==> src/rtl/nvs_pkg.sv <==
package nvs_pkg;

  typedef enum logic [2:0] {
    ST_DOWN,
    ST_RECALL,
    ST_RUN,
    ST_GRACE,
    ST_STORE,
    ST_HOLD
  } nvs_state_e;

  // SRAM access is blocked in every state but normal operation and grace
  function automatic logic blocks_access(nvs_state_e s);
    return (s == ST_DOWN) || (s == ST_RECALL) || (s == ST_STORE) || (s == ST_HOLD);
  endfunction

  // the grace window ends on low voltage, bus activity, a write try or timeout
  function automatic logic grace_over(logic low_v, logic moved, logic wr_try, logic expired);
    return low_v | moved | wr_try | expired;
  endfunction

endpackage

==> src/rtl/nvs_sync2.sv <==
module nvs_sync2 #(
  parameter logic RESET_VAL = 1'b1
) (
  input  logic clk,
  input  logic rst_n,
  input  logic d,
  output logic q
);
  logic meta;

  always_ff @(posedge clk or negedge rst_n) begin
    if (!rst_n) begin
      meta <= RESET_VAL;
      q    <= RESET_VAL;
    end else begin
      meta <= d;
      q    <= meta;
    end
  end
endmodule

==> src/rtl/nvs_sat_cnt.sv <==
module nvs_sat_cnt #(
  parameter int LIMIT = 4
) (
  input  logic clk,
  input  logic rst_n,
  input  logic run,
  output logic at_lim
);
  localparam int W = $clog2(LIMIT + 2);
  logic [W-1:0] cnt;

  assign at_lim = (cnt == W'(LIMIT));

  always_ff @(posedge clk or negedge rst_n) begin
    if (!rst_n)      cnt <= '0;
    else if (!run)   cnt <= '0;
    else if (!at_lim) cnt <= cnt + 1'b1;
  end
endmodule

==> src/rtl/nvs_dirty.sv <==
module nvs_dirty (
  input  logic clk,
  input  logic rst_n,
  input  logic set_i,
  input  logic clr_i,
  output logic dirty
);
  always_ff @(posedge clk or negedge rst_n) begin
    if (!rst_n)     dirty <= 1'b0;
    else if (clr_i) dirty <= 1'b0;
    else if (set_i) dirty <= 1'b1;
  end
endmodule

==> src/rtl/nvsram_seq.sv <==
module nvsram_seq
  import nvs_pkg::*;
#(
  parameter int ADDR_W   = 13,
  parameter int T_ASSERT = 16,
  parameter int T_DELAY  = 32
) (
  input  logic              clk,
  input  logic              rst_n,
  input  logic              vcap_ok,
  input  logic              busy_in,
  input  logic [ADDR_W-1:0] addr_in,
  input  logic              ce_in,
  input  logic              we_in,
  input  logic              store_done,
  input  logic              recall_done,
  output logic              busy_pull,
  output logic              store_start,
  output logic              recall_start,
  output logic              chip_disable,
  output logic              sram_wr_en
);
  localparam int BUS_W = ADDR_W + 2;

  nvs_state_e st, nxt;
  logic busy_s;
  logic ext_req, hold_lim, grace_expired;
  logic bus_moved, wr_try;
  logic store_fin, recall_fin;
  logic dirty_q;
  logic [BUS_W-1:0] bus_now, bus_prev;

  nvs_sync2 #(.RESET_VAL(1'b1)) u_sync (
    .clk(clk), .rst_n(rst_n), .d(busy_in), .q(busy_s)
  );

  // how long the line has been low during normal operation
  nvs_sat_cnt #(.LIMIT(T_ASSERT)) u_hold_cnt (
    .clk(clk), .rst_n(rst_n), .run((st == ST_RUN) && !busy_s), .at_lim(hold_lim)
  );

  // grace window length
  nvs_sat_cnt #(.LIMIT(T_DELAY - 1)) u_grace_cnt (
    .clk(clk), .rst_n(rst_n), .run(st == ST_GRACE), .at_lim(grace_expired)
  );

  assign bus_now = {addr_in, ce_in, we_in};

  always_ff @(posedge clk or negedge rst_n) begin
    if (!rst_n) bus_prev <= '0;
    else        bus_prev <= bus_now;
  end

  assign ext_req    = (st == ST_RUN) && !busy_s && hold_lim;
  assign bus_moved  = (bus_now != bus_prev);
  assign wr_try     = ce_in && we_in;
  assign sram_wr_en = (st == ST_RUN) && wr_try;
  assign store_fin  = (st == ST_STORE) && store_done;
  assign recall_fin = (st == ST_RECALL) && vcap_ok && recall_done;

  nvs_dirty u_dirty (
    .clk(clk), .rst_n(rst_n), .set_i(sram_wr_en),
    .clr_i(store_fin || recall_fin), .dirty(dirty_q)
  );

  always_comb begin
    nxt = st;
    unique case (st)
      ST_DOWN:   if (vcap_ok) nxt = ST_RECALL;
      ST_RECALL: begin
        if (!vcap_ok)        nxt = ST_DOWN;
        else if (recall_done) nxt = ST_RUN;
      end
      ST_RUN: begin
        if (!vcap_ok)               nxt = dirty_q ? ST_STORE : ST_DOWN;
        else if (ext_req && dirty_q) nxt = ST_GRACE;
      end
      ST_GRACE:
        if (grace_over(!vcap_ok, bus_moved, wr_try, grace_expired)) nxt = ST_STORE;
      ST_STORE:  if (store_done) nxt = ST_HOLD;
      ST_HOLD:   if (busy_s) nxt = vcap_ok ? ST_RUN : ST_DOWN;
      default:   nxt = ST_DOWN;
    endcase
  end

  always_ff @(posedge clk or negedge rst_n) begin
    if (!rst_n) begin
      st           <= ST_DOWN;
      store_start  <= 1'b0;
      recall_start <= 1'b0;
    end else begin
      st           <= nxt;
      store_start  <= (nxt == ST_STORE) && (st != ST_STORE);
      recall_start <= (nxt == ST_RECALL) && (st != ST_RECALL);
    end
  end

  assign busy_pull    = (st == ST_STORE);
  assign chip_disable = blocks_access(st);

endmodule

==> config.mk <==
export PLATFORM = sky130hd
export DESIGN_NAME = nvsram_seq
export DESIGN_NICKNAME = d
export VERILOG_FILES = /design/src/rtl/nvs_pkg.sv /design/src/rtl/nvs_sync2.sv /design/src/rtl/nvs_sat_cnt.sv /design/src/rtl/nvs_dirty.sv /design/src/rtl/nvsram_seq.sv
export SDC_FILE = /design/constraint.sdc
export NUM_CORES = 1
export LEC_CHECK = 0
export BUFFER_PORTS_ARGS = -buffer_cell sky130_fd_sc_hd__buf_4
export CORE_UTILIZATION = 49
export CTS_CLUSTER_SIZE = 10
export DETAILED_ROUTE_END_ITERATION = 7
export PLACE_DENSITY = 0.74
export SETUP_SLACK_MARGIN = 0.05
export SKIP_LAST_GASP = 1
export SLEW_MARGIN = 40
export SYNTH_ARGS = -nofsm -noshare
export SYNTH_HDL_FRONTEND = slang
export SYNTH_HIERARCHICAL = 1
export SYNTH_SLANG_ARGS = --single-unit
export TNS_END_PERCENT = 50
==> constraint.sdc <==
create_clock -name clk -period 1.6 [get_ports clk]
set_input_delay 0.16 -clock clk [delete_from_list [all_inputs] [get_ports clk]]
set_output_delay 0.16 -clock clk [all_outputs]
set_load 0.01 [all_outputs]
==> results of run 1 <==
## area by class of cell
class | instances | area, sq um | area share
inverter | 6 | 26.3 | 0.0121
multi-input combinational | 93 | 711 | 0.327
clock inverter | 2 | 12.5 | 0.00576
sequential | 34 | 853 | 0.393
clock buffer | 6 | 51.3 | 0.0236
tap | 44 | 55.1 | 0.0253
timing repair buffer | 56 | 463 | 0.213
## cell usage after synthesis
library cell  count  area (sq um)
dfrtp_1          32           801
nand2_1          16          60.1
xor2_1           12           105
mux2i_1           8          80.1
nand3_1           7          35.0
nand2b_1          5          31.3
nor2_1            5          18.8
o21ai_0           4          20.0
xnor2_1           4          35.0
ha_1              3          37.5
inv_1             3          11.3
nor4_1            3          18.8
a21o_1            2          15.0
a31oi_1           2          12.5
and3_1            2          12.5
dfstp_2           2          52.6
a21o_2            1          8.76
a21oi_1           1          5.00
and2_4            1          8.76
and4b_2           1          11.3
buf_4             1          7.51
clkinv_2          1          5.00
inv_2             1          3.75
inv_4             1          6.26
nand2_2           1          6.26
nand4_1           1          6.26
nand4_2           1          12.5
nand4b_4          1          23.8
nor2b_1           1          6.26
nor3_1            1          5.00
nor3b_1           1          7.51
nor4bb_1          1          10.0
o211ai_1          1          7.51
o211ai_2          1          12.5
o21ai_1           1          5.00
o21ba_1           1          10.0
o22a_1            1          8.76
o31ai_1           1          7.51
or3_1             1          6.26
or3_4             1          11.3
## layer usage
layer / vias up / wire [um]
li1: 587 / -
met1: 579 / 1470
met2: 41 / 1650
met3: 8 / 200
met4: 0 / 54
met5: - / 0
## per-stage QoR
stage	instance area (sq um)	instances	utilization
after CTS	2140	239	0.707
after floorplan	1560	134	-
after global routing	2170	241	0.717
after global placement	1860	210	0.613
after detailed placement	1860	210	0.613
final	2170	241	0.717
## final timing paths
path,depth (start not counted),slack (ps),from,endpoint
max,7,10,u_grace_cnt/cnt[0]$_DFFE_PN0P_,st[0]$_DFF_PN0_
min,3,60,vcap_ok,st[1]$_DFF_PN0_
max reg2reg,7,10,u_grace_cnt/cnt[0]$_DFFE_PN0P_,st[0]$_DFF_PN0_
min reg2reg,0,360,u_sync/meta$_DFF_PN1_,u_sync/q$_DFF_PN1_
max in group asynchronous,2,990,rst_n,u_sync/meta$_DFF_PN1_
min in group asynchronous,2,270,rst_n,u_hold_cnt/cnt[3]$_DFFE_PN0P_
## sequential cells by signal, summed over array words and instances, names as in the netlist
signal,cells
recall_start,1
store_start,1
bus_prev,15
u_sync/meta,1
u_hold_cnt/cnt,5
u_grace_cnt/cnt,6
u_dirty/dirty,1
st,3
u_sync/q,1
## power groups by stage
stage	logic [mW]	registers (mW)	clock network, mW
after detailed placement	0.420	1.01	0
after floorplan	0.201	1.03	0
final	0.502	0.997	0.514
after global placement	0.407	1.01	0
after CTS	0.480	0.995	0.527
after global routing	0.551	1.01	0.579
## timing repair
item	in CTS	in global routing
hold endpoints to repair	48	0
hold buffers	17	0
buffers inserted	4	2
pin swaps	3	1
resized for setup	5	4
setup endpoints to repair	3	11
## worst max-delay path: stages (launching register included)
cell	delay, ps
dfrtp_1	430
ha_4	180
nand4b_4	110
inv_4	40
and4b_2	270
nand4_2	80
or3_4	350
o211ai_2	70
## logic make-up (layout without fill, tap and decap cells)
family / Yosys count / in the layout
buf+inv: 7 / 70
xor+xnor: 16 / 16
mux: 8 / 8
fa+ha+maj: 3 / 3
compound gates: 16 / 16
flops: 34 / 34
simple gates: 50 / 50
==> results.md, run 1 <==
* Seq pwr share at 0.495
* Placement Rows at 20
* WL/cell at 14.0 um
* Sequential cell area fraction in the yosys report at 0.551
* Antenna viol nets, final at 0
* XOR/XNOR share of the synthesized area at 0.0905
* CTS sink cnt at 34
* Proportion of layout cells with a drive suffix above 1 at 0.345
* Grt met2 use at 0.363
* Critical path arrival at 1870 ps
* DR DRC count at 0
* Number of buffers created by CTS at 5
* # fillers at 209
* Initial antenna violation count at 0
* Maxcap violations at 0
* GRT met3 Usage at 0.0915
* First-pass GRT wire length at 5.54 mm
* Post-Synthesis Cells at 134
* CTS Buffer Depth at 2
* I/O pin cnt at 26
* Crit end category: register
* Worst-Skew Late Latency at 350 ps
* Post-DP HPWL at 2.12 mm
* P&R area growth vs syn at 40.2%
* Nets at 220
* Unrepaired setup endpoints after global routing: yes
* Simple-Gate Fraction of Synth Area at 0.188
* Drt via density at 5.04
* Hold slack at 63.2 ps
* Main combinational cell family by area after synthesis: simple AND/OR/NAND/NOR gates
* Syn Nets at 158
* I/O Buffers at 25
* TNS Setup at 0 ps
* Switching Share at 0.300
* Power Density at 927 mW/mm^2
* Worst hold path class: in2reg
* Synth cell types at 40
* Comb pwr share at 0.249
* Most common cell after layout, fill and taps aside: buf_4
* ANT cells at 0
* Final hold vios at 0
* Largest net degree at the start of global routing at 35
* 1st-pass router iterations at 4
* Post-Syn Area per Cell at 11.6 sq um
* Setup ws final at 9.81 ps
* Post-Route WL at 3.37 mm
* Die W at 58.2 um
* Clock root cell: clkbuf_4
* Total GRT Usage at 0.231
* Clock transition at the registers of the reported paths at 100 ps
* Grt ovf at 0
* Gr busiest metal: met2
* TritonCTS clock tree: built
* NetSw at 0.604 mW
* Die height at 58.2 um
* Final slew viol count at 0
* Clock period minus worst slack at 1590 ps
* Die area at 0.00339 sq mm
* Power after layout at 2.01 mW
* Initial Utilization at 0.512
* Slew headroom at 0.729
* Leakage power at 1.04 nW
* Internal power at 1.41 mW
* Number of H-tree levels at 2
* Max Fclk at 629 MHz
* Initial drt markers at 44
* CP Class: reg2reg
* Max FO, Critical Path at 3
* CORE AREA at 0.00303 sq mm
* Synthesized area at 0.00155 sq mm
* Outcome: complete, no violations
* Vias post-DR at 1215
* Most frequent cells in the layout: buf_4, dfrtp_1, dlygate4sd3_1
* Pre-CTS setup slack at 19.4 ps
* Period utilisation layout at 0.994
* Endpoints failing setup at 0
* Mux cell area share after synthesis at 0.0517
* M1 GR Usage at 0.286
* Worst Max-Slew Pin Slew at 407 ps
* Synth Area in Compound Gates at 0.0727
* Post-Synth Adder-Cell Area at 0.0242
* Clock Skews at 4.30 ps
* Worst endpoint required time at 1880 ps
* Routability cong. at 0.824
* Max IR drop VDD at 0.685 mV
* YS warnings at 6
* Vias in the first global route at 1205
* Clock power frac at 0.256
* Startpoint types: register
* Yosys reg bits at 34
No activity file was read; power rests on OpenSTA's default activity.
==> run 2: changes to the inputs <==
- PLACE_DENSITY: 0.74 -> default
- PLACE_DENSITY_LB_ADDON: default -> 0.15
- SLEW_MARGIN: 40 -> default
==> results.md, run 2 (synthesis gave the netlist of run 1 again) <==
* Power after layout at 2.31 mW (+15%)
* CP Class: reg2reg
* Top flop regs: bus_prev x15, u_grace_cnt/cnt x6, u_hold_cnt/cnt x5
* Clock root cell: clkbuf_4
* Hold Path End: st[1]$_DFF_PN0_
* Clock transition at the registers of the reported paths at 100 ps (about the same)
* Final hold vios at 0 (unchanged)
* Worst-Skew Late Latency at 330 ps (-20 ps)
* CP peak stage delay at 430 ps (about the same)
* Number of buffers created by CTS at 5 (unchanged)
* Hold wc startpoint: vcap_ok
* # placed instances at 211 (+0.48%)
* Max IR drop VDD at 0.699 mV (+2.2%)
* ANT cells at 0 (unchanged)
* Die area at 0.00339 sq mm (unchanged)
* CTS sink cnt at 34 (unchanged)
* Leakage power at 1.07 nW (+2.7%)
* Initial antenna violation count at 0 (unchanged)
* CORE AREA at 0.00303 sq mm (unchanged)
* Power Density at 1050 mW/mm^2 (+13%)
* 1st-pass router iterations at 4 (unchanged)
* Unrepaired setup endpoints after global routing: yes
* Post-Route WL at 3.05 mm (-9.7%)
* Max FFs per register at 15 (unchanged)
* WL/cell at 12.7 um (-9.3%)
* Die height at 58.2 um (unchanged)
* CTS Buffer Depth at 2 (unchanged)
* P&R area growth vs syn at 42.7%
* Total GRT Usage at 0.208 (-0.0231)
* Max FO, Critical Path at 3 (unchanged)
* Outcome: complete, no violations
* Grt ovf at 0 (unchanged)
* Number of H-tree levels at 2 (unchanged)
* Worst Max-Slew Pin Slew at 422 ps (+15.1 ps)
* Initial Utilization at 0.512 (unchanged)
* Vias post-DR at 1217 (+0.16%)
* Endpoints failing setup at 0 (unchanged)
* Crit-path cells: ha_4 > nand4b_4 > inv_4 > and4b_2 > nand4_2 > or3_4 > o211ai_2
* Die W at 58.2 um (unchanged)
* Largest net degree at the start of global routing at 35 (unchanged)
* Period utilisation layout at 0.992 (-0.00181)
* Clock Skews at 5.21 ps (+0.907 ps)
* Proportion of layout cells with a drive suffix above 1 at 0.332 (-0.0135)
* DR DRC count at 0 (unchanged)
* Critical Path Slowest Stage Cell: dfrtp_1
* Crit end category: register
* Startpoint types: register
* Hold depth at 3 (unchanged)
* Cells on worst reg2reg path at 7 (unchanged)
* I/O Buffers at 25 (unchanged)
* First-pass GRT wire length at 5.16 mm (-6.8%)
* Max Fclk at 630 MHz (+0.18%)
* Fin area at 0.00221 sq mm (+1.8%)
* Maxcap violations at 0 (unchanged)
* Initial drt markers at 39 (-11%)
* TritonCTS clock tree: built
* Finished Layout Cells at 240 (-0.41%)
* Slew headroom at 0.719 (-0.0101)
* Critical path arrival at 1840 ps (-30 ps)
* Final slew viol count at 0 (unchanged)
* Vias in the first global route at 1247 (+3.5%)
* Nets at 219 (-0.45%)
* R2R Setup Slk at 10 ps (about the same)
* Biggest register: bus_prev
* I/O pin cnt at 26 (unchanged)
* Worst endpoint required time at 1850 ps (-30 ps)
* Worst r2r dst: st[0]$_DFF_PN0_
* Most common cell after layout, fill and taps aside: buf_4
* Worst hold path class: in2reg
* Most frequent cells in the layout: buf_4, dfrtp_1, dlygate4sd3_1
* Routability cong. at 0.877 (+6.4%)
* Placement Rows at 20 (unchanged)
* Antenna viol nets, final at 0 (unchanged)
* Post-DP HPWL at 2.04 mm (-3.6%)
* Drt via density at 5.07 (+0.58%)
* Placed inst area at 0.00186 sq mm (+0.40%)
* Worst r2r src: u_grace_cnt/cnt[0]$_DFFE_PN0P_
* Clock period minus worst slack at 1590 ps (-2.89 ps)
==> run 2: per-stage QoR <==
step                      hold WS (ps)  TNS (ps)   util  worst slack [ps]
after detailed placement           122         0  0.616              19.0
after global placement             123         0  0.616              25.0
after CTS                         64.8         0  0.720              13.8
after floorplan                   -136         0      -              45.1
final                             84.0         0  0.730              12.7
after global routing              66.5     -59.1  0.730             -39.0
==> run 2: per-layer routing <==
metal	routed length, um	GRT usage	up-vias
met5	0	0	-
met4	50	0.0986	0
met3	127	0.0647	6
met2	1590	0.355	32
met1	1280	0.237	596
li1	-	-	583
==> run 2: area by class of cell <==
| cell class | instances | area [sq um] |
|---|---|---|
| clock buffer | 6 | 51.3 |
| fill | 215 | 817 |
| clock inverter | 2 | 60.1 |
| sequential | 34 | 853 |
| multi-input combinational | 93 | 709 |
| inverter | 6 | 26.3 |
| timing repair buffer | 55 | 455 |
| tap | 44 | 55.1 |
==> run 2: how the worst max path moves through the flow <==
stage,start,to,cells after the start
after floorplan,u_grace_cnt/cnt[0]$_DFFE_PN0P_,st[0]$_DFF_PN0_,7
after detailed placement,u_grace_cnt/cnt[1]$_DFFE_PN0P_,st[0]$_DFF_PN0_,7
after global placement,bus_prev[10]$_DFF_PN0_,st[0]$_DFF_PN0_,5
final,u_grace_cnt/cnt[0]$_DFFE_PN0P_,st[0]$_DFF_PN0_,7
after global routing,u_grace_cnt/cnt[0]$_DFFE_PN0P_,st[0]$_DFF_PN0_,7
after CTS,u_grace_cnt/cnt[0]$_DFFE_PN0P_,st[0]$_DFF_PN0_,7
==> run 2: power breakdown <==
group / internal, mW / leakage (nW) / switching [mW]
sequential: 0.941 / 0.429 / 0.0564
combinational: 0.260 / 0.584 / 0.248
clock: 0.529 / 0.0585 / 0.277
==> run 2: worst max-delay path, delay by kind of cell, from the launching register on <==
| family | cells | cell delay (ps) |
|---|---|---|
| compound gates | 1 | 70 |
| fa+ha+maj | 1 | 180 |
| buf+inv | 1 | 30 |
| flops | 1 | 430 |
| simple gates | 4 | 800 |
==> run 2: repair_timing <==
action,4_1_cts,5_1_grt
hold buffers,17,0
resized for setup,5,3
pin swaps,1,3
hold endpoints to repair,48,0
setup endpoints to repair,3,9
buffers inserted,2,2
